## src/rtl/abd_pkg.sv

```systemverilog
package abd_pkg;
   typedef enum logic [1:0] {
      ABD_OFF        = 2'd0,
      ABD_WAIT_START = 2'd1,
      ABD_WAIT_RISE  = 2'd2,
      ABD_COUNT      = 2'd3
   } abd_state_t;

   // rising edges of a 0x55 frame from the end of start bit to the stop bit
   localparam int ABD_RISES = 5;
   localparam int ABD_EDGE_W = $clog2(ABD_RISES + 1);
   localparam int ABD_LOW_BYTE = 8;
endpackage

```

## src/rtl/abd_rx_sync.sv

```systemverilog
module abd_rx_sync #(
   parameter int STAGES = 2
) (
   input  logic clk,
   input  logic rst_n,
   input  logic rx_i,
   output logic rise_o,
   output logic fall_o
);
   if (STAGES < 2) begin : g_bad_stages
      $error("abd_rx_sync: STAGES must be at least 2");
   end

   logic [STAGES-1:0] sh;
   logic              prev;

   always_ff @(posedge clk or negedge rst_n) begin
      if (!rst_n) begin
         sh   <= '1;
         prev <= 1'b1;
      end else begin
         sh   <= {sh[STAGES-2:0], rx_i};
         prev <= sh[STAGES-1];
      end
   end

   assign rise_o = sh[STAGES-1] & ~prev;
   assign fall_o = ~sh[STAGES-1] & prev;
endmodule

```

## src/rtl/abd_prescale.sv

```systemverilog
module abd_prescale #(
   parameter int DIV_SLOW = 512,
   parameter int DIV_MID  = 128,
   parameter int DIV_FAST = 32
) (
   input  logic clk,
   input  logic rst_n,
   input  logic clr_i,
   input  logic run_i,
   input  logic mode16_i,
   input  logic mode_hs_i,
   output logic tick_o
);
   localparam int PW = $clog2(DIV_SLOW);
   localparam logic [PW-1:0] LIM_S = PW'(DIV_SLOW - 1);
   localparam logic [PW-1:0] LIM_M = PW'(DIV_MID - 1);
   localparam logic [PW-1:0] LIM_F = PW'(DIV_FAST - 1);

   if (DIV_FAST < 2 || DIV_MID < DIV_FAST || DIV_SLOW < DIV_MID) begin : g_bad_div
      $error("abd_prescale: need 2 <= DIV_FAST <= DIV_MID <= DIV_SLOW");
   end

   logic [PW-1:0] pre;
   logic [PW-1:0] lim;

   always_comb begin
      case ({mode16_i, mode_hs_i})
         2'b00:   lim = LIM_S;
         2'b11:   lim = LIM_F;
         default: lim = LIM_M;
      endcase
   end

   always_ff @(posedge clk or negedge rst_n) begin
      if (!rst_n) begin
         pre <= '0;
      end else if (clr_i) begin
         pre <= '0;
      end else if (run_i) begin
         if (pre >= lim) pre <= '0;
         else            pre <= pre + 1'b1;
      end
   end

   assign tick_o = run_i & (pre >= lim);
endmodule

```

## src/rtl/abd_counter.sv

```systemverilog
module abd_counter #(
   parameter int CNT_W = 16
) (
   input  logic             clk,
   input  logic             rst_n,
   input  logic             clr_i,
   input  logic             inc_i,
   output logic [CNT_W-1:0] cnt_o,
   output logic             wrap_o
);
   always_ff @(posedge clk or negedge rst_n) begin
      if (!rst_n)      cnt_o <= '0;
      else if (clr_i)  cnt_o <= '0;
      else if (inc_i)  cnt_o <= cnt_o + 1'b1;
   end

   assign wrap_o = inc_i & (&cnt_o);
endmodule

```

## src/rtl/abd_ctrl.sv

```systemverilog
module abd_ctrl
   import abd_pkg::*;
(
   input  logic clk,
   input  logic rst_n,
   input  logic allowed_i,
   input  logic en_wr_i,
   input  logic en_wdata_i,
   input  logic rise_i,
   input  logic fall_i,
   output logic en_o,
   output logic arm_o,
   output logic pre_clr_o,
   output logic run_o,
   output logic done_set_o
);
   abd_state_t            st, st_nx;
   logic [ABD_EDGE_W-1:0] edges, edges_nx;
   logic                  abort;

   assign abort = en_wr_i & ~en_wdata_i & (st != ABD_OFF);
   assign arm_o = en_wr_i & en_wdata_i & allowed_i & (st == ABD_OFF);

   always_comb begin
      st_nx      = st;
      edges_nx   = edges;
      pre_clr_o  = 1'b0;
      done_set_o = 1'b0;
      if (abort) begin
         st_nx = ABD_OFF;
      end else begin
         case (st)
            ABD_OFF: begin
               if (arm_o) st_nx = ABD_WAIT_START;
            end
            ABD_WAIT_START: begin
               if (fall_i) st_nx = ABD_WAIT_RISE;
            end
            ABD_WAIT_RISE: begin
               if (rise_i) begin
                  st_nx     = ABD_COUNT;
                  pre_clr_o = 1'b1;
                  edges_nx  = ABD_EDGE_W'(1);
               end
            end
            ABD_COUNT: begin
               if (rise_i) begin
                  if (edges == ABD_EDGE_W'(ABD_RISES - 1)) begin
                     st_nx      = ABD_OFF;
                     done_set_o = 1'b1;
                  end else begin
                     edges_nx = edges + 1'b1;
                  end
               end
            end
            default: st_nx = ABD_OFF;
         endcase
      end
   end

   always_ff @(posedge clk or negedge rst_n) begin
      if (!rst_n) begin
         st    <= ABD_OFF;
         edges <= '0;
      end else begin
         st    <= st_nx;
         edges <= edges_nx;
      end
   end

   assign en_o  = (st != ABD_OFF);
   assign run_o = (st == ABD_COUNT);
endmodule

```

## src/rtl/abd_autobaud.sv

```systemverilog
module abd_autobaud
   import abd_pkg::*;
#(
   parameter int CNT_W       = 16,
   parameter int SYNC_STAGES = 2,
   parameter int DIV_SLOW    = 512,
   parameter int DIV_MID     = 128,
   parameter int DIV_FAST    = 32
) (
   input  logic             clk,
   input  logic             rst_n,
   input  logic             async_mode_i,
   input  logic             wake_en_i,
   input  logic             mode16_i,
   input  logic             mode_hs_i,
   input  logic             en_wr_i,
   input  logic             en_wdata_i,
   input  logic             ovf_wr_i,
   input  logic             ovf_wdata_i,
   input  logic             rd_strobe_i,
   input  logic             tx_wr_i,
   input  logic             rx_i,
   output logic             en_o,
   output logic             done_o,
   output logic             ovf_o,
   output logic [CNT_W-1:0] cnt_o,
   output logic [CNT_W-1:0] div_o,
   output logic             tx_wr_ok_o,
   output logic             rx_hold_o
);
   if (CNT_W < ABD_LOW_BYTE) begin : g_bad_width
      $error("abd_autobaud: CNT_W must be at least 8");
   end

   logic rise, fall;
   logic arm, pre_clr, run, tick, done_set, wrap;

   abd_rx_sync #(.STAGES(SYNC_STAGES)) u_sync (
      .clk(clk), .rst_n(rst_n), .rx_i(rx_i), .rise_o(rise), .fall_o(fall)
   );

   abd_ctrl u_ctrl (
      .clk(clk), .rst_n(rst_n),
      .allowed_i(async_mode_i & ~wake_en_i),
      .en_wr_i(en_wr_i), .en_wdata_i(en_wdata_i),
      .rise_i(rise), .fall_i(fall),
      .en_o(en_o), .arm_o(arm), .pre_clr_o(pre_clr),
      .run_o(run), .done_set_o(done_set)
   );

   abd_prescale #(.DIV_SLOW(DIV_SLOW), .DIV_MID(DIV_MID), .DIV_FAST(DIV_FAST)) u_pre (
      .clk(clk), .rst_n(rst_n), .clr_i(pre_clr), .run_i(run),
      .mode16_i(mode16_i), .mode_hs_i(mode_hs_i), .tick_o(tick)
   );

   abd_counter #(.CNT_W(CNT_W)) u_cnt (
      .clk(clk), .rst_n(rst_n), .clr_i(arm), .inc_i(tick),
      .cnt_o(cnt_o), .wrap_o(wrap)
   );

   // sticky flags: hardware set wins over a same-cycle software clear
   always_ff @(posedge clk or negedge rst_n) begin
      if (!rst_n) begin
         done_o <= 1'b0;
         ovf_o  <= 1'b0;
      end else begin
         if (done_set)         done_o <= 1'b1;
         else if (rd_strobe_i) done_o <= 1'b0;
         if (wrap)             ovf_o  <= 1'b1;
         else if (ovf_wr_i)    ovf_o  <= ovf_wdata_i;
      end
   end

   if (CNT_W > ABD_LOW_BYTE) begin : g_div_split
      assign div_o = mode16_i ? cnt_o
                              : {{(CNT_W-ABD_LOW_BYTE){1'b0}}, cnt_o[ABD_LOW_BYTE-1:0]};
   end else begin : g_div_flat
      assign div_o = cnt_o;
   end

   assign tx_wr_ok_o = tx_wr_i & ~en_o;
   assign rx_hold_o  = en_o;
endmodule

```

## config.mk

```make
export PLATFORM = sky130hd
export DESIGN_NAME = abd_autobaud
export DESIGN_NICKNAME = d
export VERILOG_FILES = /design/src/rtl/abd_pkg.sv /design/src/rtl/abd_rx_sync.sv /design/src/rtl/abd_prescale.sv /design/src/rtl/abd_counter.sv /design/src/rtl/abd_ctrl.sv /design/src/rtl/abd_autobaud.sv
export SDC_FILE = /design/constraint.sdc
export NUM_CORES = 1
export LEC_CHECK = 0
export BUFFER_PORTS_ARGS = -buffer_cell sky130_fd_sc_hd__buf_2
export CAP_MARGIN = 5
export CORE_UTILIZATION = 58
export CTS_CLUSTER_DIAMETER = 40
export CTS_CLUSTER_SIZE = 25
export DETAILED_ROUTE_END_ITERATION = 8
export GPL_TIMING_DRIVEN = 0
export PLACE_DENSITY = 0.89
export SLEW_MARGIN = 5
export SYNTH_ARGS = -nofsm -noshare
export SYNTH_HDL_FRONTEND = slang
export SYNTH_SLANG_ARGS = --single-unit
```

## constraint.sdc

```tcl
create_clock -name clk -period 4.7 [get_ports clk]
set_input_delay 0.47 -clock clk [delete_from_list [all_inputs] [get_ports clk]]
set_output_delay 0.47 -clock clk [all_outputs]
set_load 0.01 [all_outputs]
```

# After elaboration in Yosys (flattened, before gate mapping)
# Index checks and enable logic that the tools add are counted.
op_classes:
  addsub: 3
  n_lt_le_gt_ge: 1
  eq_ne: 13
  n_mux: 29
  n_bitwise: 17
  n_reduce_logical: 11
op_table:
  columns: ["cell", "count"]
  rows:
  - ["16-bit 2-to-1 mux", 3]
  - ["9-bit 2-to-1 mux", 3]
  - ["9-bit one-hot mux with 2 select lines", 1]
  - ["16-bit by 1-bit adder with 16-bit output, second input constant", 1]
  - ["16-bit AND reduction", 1]
  - ["2-bit 2-to-1 mux", 6]
  - ["2-bit nonzero test", 6]
  - ["1-bit bitwise AND", 11]
  - ["1-bit 2-to-1 mux", 11]
  - ["5-bit AND reduction", 2]
  - ["9-bit by 1-bit adder with 9-bit output, second input constant", 1]
  - ["9-bit >= comparator", 1]
  - ["3-bit 2-to-1 mux", 3]
  - ["3-bit by 2-bit inequality test with 1-bit output, second input constant", 3]
  - ["2-bit one-hot mux with 4 select lines", 1]
  - ["2-bit == test, second input constant", 3]
  - ["2-bit inequality test, second input constant", 3]
  - ["3-bit inequality test, second input constant", 2]
  - ["1-bit inverter", 6]
  - ["3-bit one-hot mux with 2 select lines", 1]
  - ["2-bit logical NOT", 2]
  - ["3-bit by 1-bit adder with 3-bit output, second input constant", 1]
  - ["3-bit == test, second input constant", 1]
  - ["2-bit by 1-bit == test with 1-bit output, second input constant", 1]
word_totals:
  register_bits: 35
  inputBits: 13
  out_inout_bits: 37
  word_cells: 82

# Depth between registers and ports, before layout
logic_depth:
  ltp_word: 7
  mapped_depth: 8
  ltp_nobuf: 7

# By module
# A second synthesis with hierarchy kept.
unflattened:
  cells_unflattened: 228
  area_unflattened_um2: 2252.2
modules_own_cells:
  columns: ["module", "instances", "cells_each", "area_per_inst_um2", "seq_area_each_um2"]
  rows:
  - ["abd_counter", 1, 83, 838.3, 400.4]
  - ["abd_prescale", 1, 64, 600.6, 225.2]
  - ["abd_ctrl", 1, 51, 513.0, 125.1]
  - ["abd_autobaud", 1, 25, 206.4, 50.0]
  - ["abd_rx_sync", 1, 5, 93.8, 78.8]

# Worst setup path before layout
# OpenSTA, ideal clock, no wires.
synth_path:
  path_kind: "input -> register"
  start: "in mode16_i"
  end: "reg u_cnt.cnt_o[6]"
  setup_ps: 78
  arrival_time_ps: 2404
  t_required_ps: 4622
  slack_ps: 2218
  cell_stages: 8
  path_buffers: 1
  cell_sequence: "or2_2 ha_1 nand3_1 or3_4 o21a_1 buf_6 or4_1 a21oi_1"
synth_via:
  elab_chain_len: 5
  elab_cells_between_ends: 6
  classes_between: "order compare: 1; eq/ne: 1; mux: 1; bitwise: 1; reduce/logical: 2"
synth_rtl:
  columns: ["item", "line_no", "source"]
  rows:
  - ["start: declaration", "abd_autobaud.sv:14", "input logic mode16_i,"]
  - ["2-bit == test / 2-bit logical NOT (equally long branches)", "abd_prescale.sv:27", "case ({mode16_i, mode_hs_i})"]
  - ["9-bit one-hot mux with 2 select lines (*)", "abd_prescale.sv:27", null]
  - ["9-bit >= comparator (*)", "abd_prescale.sv:45", "assign tick_o = run_i & (pre >= lim);"]
  - ["1-bit bitwise AND (*)", "abd_prescale.sv:45", null]
  - ["2-bit nonzero test (no source line) (*)", null, null]
  - ["end signal: assignment", "abd_counter.sv:14", "else if (inc_i) cnt_o <= cnt_o + 1'b1;"]
  - ["end: declaration", "abd_counter.sv:8", "output logic [CNT_W-1:0] cnt_o,"]
# Mark *: on every way between the ends. The rest lies on a longest branch, timed or not.
# A chain may end at the register's enable or synchronous reset.

# Worst setup path after layout
layout_path:
  start: "in mode16_i"
  end: "reg u_pre.pre[0]"
layout_via:
  elab_chain_len: 6
  elab_cells_between_ends: 7
  classes_between: "order compare: 1; eq/ne: 1; mux: 4; reduce/logical: 1"
layout_rtl:
  columns: ["item", "line_no", "source"]
  rows:
  - ["2-bit == test / 2-bit logical NOT (equally long branches)", "abd_prescale.sv:27", null]
  - ["9-bit one-hot mux with 2 select lines (*)", "abd_prescale.sv:27", null]
  - ["9-bit >= comparator (*)", "abd_prescale.sv:40", "if (pre >= lim) pre <= '0;"]
  - ["9-bit 2-to-1 mux (*)", "abd_prescale.sv:40", null]
  - ["9-bit 2-to-1 mux (*)", "abd_prescale.sv:39", "end else if (run_i) begin"]
  - ["9-bit 2-to-1 mux (*)", "abd_prescale.sv:37", "end else if (clr_i) begin"]
  - ["end signal: assignment", "abd_prescale.sv:41", "else pre <= pre + 1'b1;"]
  - ["end: declaration", "abd_prescale.sv:23", "logic [PW-1:0] pre;"]
# Mark *: on every way between the ends. The rest lies on a longest branch, timed or not. The select of a mux whose other input is x is not followed.

==> results.toml <==
[global_route]
grt_max_degree = 36
grtUsageTotal_pct = 27.4
grt_pass1_vias = 1971
antenna_found_initial = 0
grt_pass1_wl_mm = 8.66
grt.overflow.total = 0

[place]
pre_cts_ws_ns = 1.81
place_congestion = 0.843
dpl_cell_area_mm2 = 0.00252
port_buffers = 49
dp_cells = 344
place_hpwl_mm = 3.68

[sta]
grt_setup_unrepaired = "false"
post-route-period-util_pct = 55.5
fmax_mhz = 384
hold_viol_final = 0
setup_viol = 0
tightest_slew_ns = 0.773
fin_tns_setup_ns = 0
period_minus_slack_ns = 2.61
fin_ws_ns = 2.09
slew_viol_final = 0
relSlewSlack_pct = 48.5
skew_ns = 0.0119

[route]
routedWlPerCell_um = 14.2
first_pass_iters = 4
antenna_left = 0
via_count = 2111
met1_length_mm = 2.11
top_layer = "met4"
wl_mm = 5.00
post_drt_via_cell_ratio = 6.00
drc_errors = 0
routed-wl-met3_um = 357
drt_iter0_markers = 136
wl_met2_mm = 2.46

[cells_and_area]
fill_cells = 289
layout_common_cells = "buf_2 (49), dfrtp_1 (32), nand2_1 (20)"
post-route-util_pct = 71.1
num-nets-final = 326
fin_area_mm2 = 0.00260
antenna_cells = 0
drive_gt1_share_pct = 24.3
area_growth_pct = 17.4
layout_commonest_cell = "buf_2"
finalNonFillerCells = 352

[yosys]
yosysWarningCount = 0
syn_area_per_cell_um2 = 8.97
synth-seq-cells = 35
netlist_area_mm2 = 0.00222
yosysSeqAreaShare_pct = 39.7
ys_async_sr_fraction_pct = 100
synth-edff-count = 0
syn_inst = 247
yosysUniqueCellTypes = 46
synth_fp_nets = 270
synthFlopType = "dfrtp_1"

[power_and_ir_drop]
powerDensity_mw_per_mm2 = 494
cellLeakagePower_nw = 1.25
vdd_ir_drop_max_v = 0.000368

[setup_path]
start_kind = "input pin"
arrival_ns = 2.77
path_class = "in2reg"
cp_max_fo = 10
slowest_delay_ns = 0.49
worst_setup_path_end_kind = "flip-flop"
worstPathRequired_ns = 4.87
path_cells = "buf_2, or2_2, ha_1, nand3_1, or3_4, o211ai_1, nor2_1, mux2_2"
slowest_stage = "o211ai_1"

[clock_tree]
clk_pin_slew_worst_paths_ns = 0.07
holdBufCountCts = 0
root_buffer = "clkbuf_8"
cts_tree = "yes"
cts_resized = 0
h-tree-depth = 2
numCtsBuffers = 5
cts.path.max_buffers = 2
numClockSinks = 35
clk_latency_ns = 0.29
cts_setup_buffers = 0

[floorplanning]
num_io_pins = 50
die_x_um = 63.8
rows = 22
dieArea_mm2 = 0.00407
die_h_um = 63.8
core_mm2 = 0.00366
start_util_pct = 60.5

[job]
max_cap_viol_count = 0

[status]
status = "completed"

[hold_path]
hold_class = "in2async"
==> cells by family after synthesis <==
kind of cell / synth area share [%]
AOI/OAI and AO/OA: 18.7
xor gates and xnor gates: 0.395
adders and majority gates: 5.65
buffers and inverters: 7.28
DFF: 39.7
muxes: 3.78
and+or+nand+nor: 24.5
==> report_power, final <==
| group | leakage (nW) | internal (W) | switching (W) | total [W] |
|---|---|---|---|---|
| logic | 0.765 | 0.000255 | 0.000345 | 0.000600 |
| registers | 0.447 | 0.000382 | 0.0000938 | 0.000476 |
| clock network | 0.0395 | 0.000105 | 0.000104 | 0.000209 |
| total | 1.25 | 0.000742 | 0.000543 | 0.00128 |
==> final cells by class <==
| type | count | area (um2) | area share (%) |
|---|---|---|---|
| Multi-Input combinational cell | 180 | 1170 | 45.2 |
| Timing Repair Buffer | 49 | 245 | 9.43 |
| Buffer | 19 | 113 | 4.33 |
| Tap cell | 48 | 60.1 | 2.31 |
| Inverter | 13 | 48.8 | 1.88 |
| Clock buffer | 8 | 80.1 | 3.08 |
| Sequential cell | 35 | 880 | 33.8 |
==> per-stage QoR <==
step	power, W	hold slack (ns)
finish	0.00128	0.254
global route	0.00139	0.281
CTS	0.00129	0.281
detailed placement	0.00108	0.349
global placement	0.00105	0.345
floorplan	0.000878	0.174
==> layer usage <==
| layer | vias to the layer above | track usage (%) |
|---|---|---|
| met3 | 9 | 6.79 |
| met4 | 0 | 11.6 |
| met2 | 91 | 44.5 |
| li1 | 1012 | - |
| met1 | 999 | 34.5 |
| met5 | - | 0 |
==> worst max-delay path, delay by kind of cell <==
| kind | cells | cell delay, ns |
|---|---|---|
| compound gates | 1 | 0.49 |
| buf+inv | 1 | 0.15 |
| simple gates | 4 | 1.03 |
| fa+ha+maj | 1 | 0.33 |
| mux | 1 | 0.31 |
==> cell usage after synthesis (2+ instances only) <==
master	instances	area, um2
or4_1	7	52.6
o211ai_1	5	37.5
buf_4	9	67.6
nor2_1	11	41.3
or2_2	2	12.5
o21a_1	2	15.0
nor4_1	3	18.8
dfrtp_1	32	801
a21oi_1	17	85.1
o21ai_0	10	50.1
inv_1	13	48.8
ha_1	10	125
and2_1	12	75.1
o31ai_1	6	45.0
mux2_2	3	33.8
a41o_1	5	50.1
dfstp_2	3	78.8
clkbuf_1	9	33.8
and3_1	6	37.5
nand2b_1	4	25.0
mux2i_1	5	50.1
nand2_1	20	75.1
nor2b_1	4	25.0
nand3_1	17	85.1
nand4_1	3	18.8
a22o_1	5	43.8
nor3_1	5	25.0
==> registers in the layout (all words and copies together), names as in the netlist <==
register,cells
u_sync.sh,2
done_o,1
u_cnt.cnt_o,16
ovf_o,1
u_ctrl.st,2
u_pre.pre,9
u_ctrl.edges,3
u_sync.prev,1
==> path summary, 6_finish.rpt <==
path	start	endpoint	slack (ns)	depth (start not counted)
setup / recovery	mode16_i	u_pre.pre[0]	2.09	8
min in group clk	rx_i	u_sync.sh[0]	0.29	1
hold reg to reg	u_sync.sh[0]	u_sync.sh[1]	0.36	0
max in group asynchronous	rst_n	u_ctrl.st[1]	3.95	1
hold / removal	rst_n	u_cnt.cnt_o[7]	0.25	1
setup reg to reg	u_ctrl.st[0]	u_pre.pre[0]	2.25	7
(Power assumes the default switching activity.)
